==> src/rtl/cinc_pkg.sv <==
package cinc_pkg;

    localparam int OUT_W       = 12;
    localparam int GUARD_W     = 6;
    localparam int INT_W       = OUT_W + GUARD_W + 1;
    localparam int FIRST_STAGE = 3;
    localparam int LAST_STAGE  = OUT_W - 1;
    localparam int N_STAGES    = LAST_STAGE - FIRST_STAGE + 1;
    localparam int ANG_FRAC    = 16;
    localparam int ANG_W       = ANG_FRAC + 2;
    localparam int GAIN_FRAC   = INT_W + 2;
    localparam int IDX_W       = $clog2(N_STAGES + 1);
    localparam int ACC_FRAC    = 60;

    typedef logic signed [INT_W-1:0] coord_t;
    typedef logic signed [OUT_W-1:0] out_t;
    typedef logic signed [ANG_W-1:0] ang_t;
    typedef logic [N_STAGES-1:0]     dir_t;
    typedef logic [N_STAGES-1:0][ANG_W-1:0] atan_tab_t;

    typedef struct packed {
        coord_t re;
        coord_t im;
    } vec_t;

    typedef struct packed {
        out_t c;
        out_t s;
    } sample_t;

    // atan(2^-i) scaled by 2^frac, via the odd power series, rounded
    function automatic longint atan_q(int i, int frac);
        longint acc;
        acc = 0;
        for (int k = 0; k < 16; k++) begin
            int e;
            longint term;
            e = ACC_FRAC - i * (2 * k + 1);
            if (e > 0) begin
                term = (longint'(1) <<< e) / longint'(2 * k + 1);
                if ((k % 2) == 0) acc = acc + term;
                else              acc = acc - term;
            end
        end
        return (acc + (longint'(1) <<< (ACC_FRAC - frac - 1))) >>> (ACC_FRAC - frac);
    endfunction

    function automatic atan_tab_t build_atan_tab();
        atan_tab_t t;
        for (int j = 0; j < N_STAGES; j++)
            t[j] = ANG_W'(atan_q(FIRST_STAGE + j, ANG_FRAC));
        return t;
    endfunction

    // reciprocal of the chain gain, product of (1+2^-2i)^-1/2 over active stages
    function automatic longint inv_gain_q();
        longint g;
        g = longint'(1) <<< 40;
        for (int i = FIRST_STAGE; i <= LAST_STAGE; i++)
            g = g - (g >>> (2 * i + 1)) + ((g * 3) >>> (4 * i + 3));
        return (g + (longint'(1) <<< (40 - GAIN_FRAC - 1))) >>> (40 - GAIN_FRAC);
    endfunction

    // arithmetic right shift with round-half-up
    function automatic coord_t rshr(coord_t v, int sh);
        return (v + (coord_t'(1) <<< (sh - 1))) >>> sh;
    endfunction

endpackage

==> src/rtl/cinc_dir_search.sv <==
module cinc_dir_search
    import cinc_pkg::*;
(
    input  logic clk,
    input  logic rst,
    input  logic load,
    input  ang_t step,
    output dir_t dir,
    output logic busy
);

    localparam atan_tab_t TAB = build_atan_tab();

    ang_t             resid;
    logic [IDX_W-1:0] idx;
    ang_t             tab_now;

    assign tab_now = ang_t'(TAB[idx]);

    always_ff @(posedge clk) begin
        if (rst) begin
            busy  <= 1'b0;
            idx   <= '0;
            resid <= '0;
            dir   <= '0;
        end else if (load) begin
            busy  <= 1'b1;
            idx   <= '0;
            resid <= step;
            dir   <= '0;
        end else if (busy) begin
            dir[idx] <= ~resid[ANG_W-1];
            resid    <= resid[ANG_W-1] ? (resid + tab_now) : (resid - tab_now);
            if (idx == IDX_W'(N_STAGES - 1)) begin
                busy <= 1'b0;
                idx  <= '0;
            end else begin
                idx <= idx + 1'b1;
            end
        end
    end

endmodule

==> src/rtl/cinc_rotator.sv <==
module cinc_rotator
    import cinc_pkg::*;
(
    input  vec_t vin,
    input  dir_t dir,
    output vec_t vout
);

    localparam int PW = INT_W + GAIN_FRAC + 2;
    localparam logic signed [GAIN_FRAC+1:0] GAIN = (GAIN_FRAC + 2)'(inv_gain_q());

    coord_t cre [N_STAGES+1];
    coord_t cim [N_STAGES+1];

    assign cre[0] = vin.re;
    assign cim[0] = vin.im;

    generate
        for (genvar j = 0; j < N_STAGES; j++) begin : g_stage
            localparam int SH = FIRST_STAGE + j;
            coord_t xs;
            coord_t ys;
            assign xs = rshr(cre[j], SH);
            assign ys = rshr(cim[j], SH);
            assign cre[j+1] = dir[j] ? (cre[j] - ys) : (cre[j] + ys);
            assign cim[j+1] = dir[j] ? (cim[j] + xs) : (cim[j] - xs);
        end
    endgenerate

    logic signed [PW-1:0] pre;
    logic signed [PW-1:0] pim;
    logic signed [PW-1:0] rre;
    logic signed [PW-1:0] rim;

    assign pre = PW'(cre[N_STAGES]) * PW'(GAIN);
    assign pim = PW'(cim[N_STAGES]) * PW'(GAIN);
    assign rre = (pre + (PW'(1) <<< (GAIN_FRAC - 1))) >>> GAIN_FRAC;
    assign rim = (pim + (PW'(1) <<< (GAIN_FRAC - 1))) >>> GAIN_FRAC;

    assign vout.re = coord_t'(rre);
    assign vout.im = coord_t'(rim);

endmodule

==> src/rtl/cinc_out_stage.sv <==
module cinc_out_stage
    import cinc_pkg::*;
(
    input  logic    clk,
    input  logic    rst,
    input  logic    accept,
    input  vec_t    cur,
    output sample_t smp,
    output logic    valid
);

    vec_t held;
    logic held_v;

    always_ff @(posedge clk) begin
        if (rst) begin
            held   <= '0;
            held_v <= 1'b0;
            smp    <= '0;
            valid  <= 1'b0;
        end else begin
            held_v <= accept;
            if (accept) held <= cur;
            valid <= held_v;
            if (held_v) begin
                smp.c <= out_t'(rshr(held.re, GUARD_W));
                smp.s <= out_t'(rshr(held.im, GUARD_W));
            end
        end
    end

endmodule

==> src/rtl/cinc_carrier_nco.sv <==
module cinc_carrier_nco
    import cinc_pkg::*;
(
    input  logic                    clk,
    input  logic                    rst,
    input  logic                    load_i,
    input  logic                    reseed_i,
    input  logic signed [ANG_W-1:0] step_i,
    input  logic signed [OUT_W-1:0] seed_cos_i,
    input  logic signed [OUT_W-1:0] seed_sin_i,
    input  logic                    adv_i,
    output logic                    busy_o,
    output logic                    valid_o,
    output logic signed [OUT_W-1:0] cos_o,
    output logic signed [OUT_W-1:0] sin_o
);

    dir_t    dir;
    logic    busy;
    logic    accept;
    vec_t    state;
    vec_t    nxt;
    sample_t smp;

    assign accept = adv_i & ~busy & ~load_i & ~reseed_i;

    cinc_dir_search u_search (
        .clk  (clk),
        .rst  (rst),
        .load (load_i),
        .step (step_i),
        .dir  (dir),
        .busy (busy)
    );

    cinc_rotator u_rot (
        .vin  (state),
        .dir  (dir),
        .vout (nxt)
    );

    always_ff @(posedge clk) begin
        if (rst) begin
            state <= '0;
        end else if (load_i || reseed_i) begin
            state.re <= coord_t'(seed_cos_i) <<< GUARD_W;
            state.im <= coord_t'(seed_sin_i) <<< GUARD_W;
        end else if (accept) begin
            state <= nxt;
        end
    end

    cinc_out_stage u_out (
        .clk    (clk),
        .rst    (rst),
        .accept (accept),
        .cur    (state),
        .smp    (smp),
        .valid  (valid_o)
    );

    assign busy_o = busy;
    assign cos_o  = smp.c;
    assign sin_o  = smp.s;

endmodule

==> config.mk <==
export PLATFORM = sky130hd
export DESIGN_NAME = cinc_carrier_nco
export DESIGN_NICKNAME = d
export VERILOG_FILES = /design/src/rtl/cinc_pkg.sv /design/src/rtl/cinc_dir_search.sv /design/src/rtl/cinc_rotator.sv /design/src/rtl/cinc_out_stage.sv /design/src/rtl/cinc_carrier_nco.sv
export SDC_FILE = /design/constraint.sdc
export NUM_CORES = 2
export LEC_CHECK = 0
export BUFFER_PORTS_ARGS = -buffer_cell sky130_fd_sc_hd__buf_2
export CAP_MARGIN = 20
export CORE_MARGIN = 1.5
export CORE_UTILIZATION = 50
export DETAILED_ROUTE_END_ITERATION = 10
export PLACE_DENSITY = 0.66
export SLEW_MARGIN = 10
export SYNTH_ARGS = -nofsm -noshare
export SYNTH_HDL_FRONTEND = slang
export SYNTH_SLANG_ARGS = --single-unit
==> constraint.sdc <==
create_clock -name clk -period 37.2 [get_ports clk]
set_input_delay 5.58 -clock clk [delete_from_list [all_inputs] [get_ports clk]]
set_output_delay 5.58 -clock clk [all_outputs]
set_load 0.01 [all_outputs]
==> out/metrics.cfg <==
[run_status]
outcome = completed

[sta]
max_freq_ghz = 0.0284
slew_headroom_pct = 36.7
min_period_over_period_pct = 94.7
drv_slew = 0
finClkSkew_ns = 0.0164
tightestPinTransition_ns = 0.937
finalHoldViolCount = 0
final.min_clock_period_ns = 35.23
finalSetupViolCount = 0

[finish]
final_nets = 7616
instances_no_fill = 7692
n_antenna_cell = 0
drive_gt1_share_pct = 18.3
syn_to_final_growth_pct = 19.0

[die]
design.core.area_mm2 = 0.0906
die-area_mm2 = 0.0937
core.rowCount = 110
dieHeight_um = 306
io_pins = 73
initial_core_util_pct = 50.7
die-width_um = 306

[critical_path]
ff2ff_path_depth = 163
arrival_ns = 35.54
cp_max_fo = 10
r2r-end = state[37]
crit_type = reg2reg
r2r_setup_slack_ns = 1.97
end_kind = register
r2r-start = state[2]
max_stage_delay_ns = 0.55
cpMaxStageDelayCell = fa_1
worstPathRequired_ns = 37.51
crit_path_start_kind = register

[global_route]
grt_usage_pct = 27.7
grt_overflow = 0
grt_pass1_vias = 41118
antenna_found_initial = 0
grt_pass1_wl_um = 213000
grt_max_degree = 66

[yosys]
synthCells = 5840
synth_area_mm2 = 0.0459
yosys.cell_types.count = 125
synth_area_leaders = ha_1, fa_1, xnor2_1, inv_1, dfxtp_1
async_flop_share_pct = 0
synth_area_per_cell_um2 = 7.86
synth.yosys.seq_area_share_pct = 5.80
yosysTopAreaCell = ha_1
synth_seq_cells = 133
yosysMostFrequentCell = inv_1
synth_edf_count = 0
synth_nets = 6953
ys_top_cells_by_count = inv_1, ha_1, xnor2_1, nor2_1, a21oi_1
ys.warnings.count = 0
yosysTopAreaCellShare_pct = 20.7
synthFlopType = dfxtp_1

[place]
place_inst = 7606
portBuffers = 72
hpwl_um = 114000
place_congestion = 0.978

[min_path]
min-delay-start = u_out.held[17]
whs_path_depth = 2
hold_path_class = reg2reg
worstHoldEndpoint = u_out.held[17]

[clock_tree]
cts_sinks = 133
cts_buffers = 17
h-tree-depth = 4
cts_root_buffer = clkbuf_16
clk_pin_slew_ns = 0.07
ctsHoldBuffers = 0
clk_latency_ns = 0.44
cts_tree = done
clockBufferDepth = 2

[routing]
drt-wirelength-per-cell_um = 17.4
drc_errors = 0
final_antenna_net_count = 0
dr.pass1.iters = 8
num_vias = 43286
drt-vias-per-instance = 5.63
totalWireLength_um = 133000
drtIter0Drc = 3223

[job]
cap_violations = 0

-- kinds of logic after synthesis --
family          count (synthesis)  share of synthesized area (%)
simple gates                 1555                           16.8
compound gates               1303                           18.7
fa+ha+maj                    1068                           34.1
buf+inv                       932                           7.70
xor+xnor                      791                           15.6
flops                         133                           5.80
mux                            58                           1.33
-- area by class of cell --
cell class	instances	area, µm²
fillers	8306	35900
clock inverters	13	111
well taps	1176	1470
multi-input cells	4775	41200
clock buffers	19	453
repair buffers	785	5740
inverters	791	2980
flip-flops and latches	133	2680
-- how the worst max path moves through the flow --
stage	startpoint	end	slack [ns]	cells past startpoint
finish	state[2]	state[37]	1.97	163
global route	state[2]	state[37]	-0.33	166
floorplan	state[22]	state[18]	3.49	166
global placement	state[2]	state[37]	0.39	161
CTS	state[2]	state[37]	0.01	159
detailed placement	state[2]	state[37]	-0.42	159
-- per-layer routing --
| layer | wire length, µm | track usage (%) |
|---|---|---|
| met5 | 0 | 0 |
| met4 | 2680 | 5.62 |
| met3 | 7430 | 1.98 |
| met1 | 61800 | 39.4 |
| met2 | 61600 | 46.0 |
-- registers in the layout (all words and copies together) (netlist names) --
name / cells
state: 38
u_search.idx: 4
u_out.smp: 24
u_out.held: 26
u_search.busy: 1
u_search.dir: 9
u_search.resid: 18
u_out.valid: 1
u_search.tab_now: 11
u_out.held_v: 1
-- layout by cell type, fill, tap and decap left out, types with 15 or more instances in the layout --
cell type / Yosys / routed
inv_1: 775 / 775
ha_1: 759 / 748
buf_4: 1 / 712
nor2_1: 505 / 492
xnor2_1: 516 / 470
a21oi_1: 414 / 369
fa_1: 307 / 307
nand2_1: 271 / 270
xor2_1: 258 / 235
o21ai_0: 171 / 149
nand3_1: 155 / 149
o21bai_1: 132 / 125
dfxtp_1: 133 / 123
nor3_1: 129 / 116
and3_1: 110 / 109
a21o_1: 90 / 89
buf_2: 9 / 71
and2_1: 69 / 68
a31oi_1: 67 / 62
nand4_1: 49 / 49
xnor2_2: 2 / 45
a21oi_2: 1 / 43
o21a_1: 42 / 42
nand2b_1: 41 / 41
o22ai_1: 43 / 39
mux2i_1: 38 / 38
a211oi_1: 46 / 37
nor2b_1: 36 / 34
o211ai_1: 31 / 31
a22oi_1: 32 / 31
or2_2: 30 / 30
or3_1: 32 / 29
o31ai_1: 30 / 26
o21ai_1: 11 / 26
xor2_2: 1 / 24
and4_1: 19 / 19
mux2_2: 18 / 18
clkbuf_16: 0 / 17
a21boi_0: 25 / 16
nor4_1: 21 / 15
-- worst max-delay path: cells and delay by family, from the launching register on --
family | cells | cell delay (ns)
compound gates | 73 | 13.92
xor+xnor | 21 | 4.62
fa+ha+maj | 21 | 7.33
buf+inv | 11 | 1.15
flops | 1 | 0.43
simple gates | 37 | 7.56
-- stage by stage --
| step | area [µm²] | worst slack [ns] | util [%] | hold slack (ns) | setup TNS [ns] |
|---|---|---|---|---|---|
| 6_report | 54700 | 1.97 | 60.4 | 0.481 | 0 |
| 5_1_grt | 54700 | -0.333 | 60.4 | 0.502 | -0.475 |
| 4_1_cts | 52800 | 0.0114 | 58.3 | 0.480 | 0 |
| 3_5_place_dp | 52200 | -0.420 | 57.6 | 0.471 | -0.420 |
| 3_3_place_gp | 52200 | 0.386 | 57.6 | 0.459 | 0 |
| 2_1_floorplan | 45900 | 3.49 | - | 0.435 | 0 |
-- repair_timing --
item | 4_1_cts | 5_1_grt
buffers inserted | 1 | 53
cloned | 0 | 0
resized for setup | 7 | 310
setup endpoints to repair | 2 | 37
pin swaps | 1 | 50
Power is not shown: default switching activity piles up to over one toggle a cycle in this logic, so the estimate is an artifact.
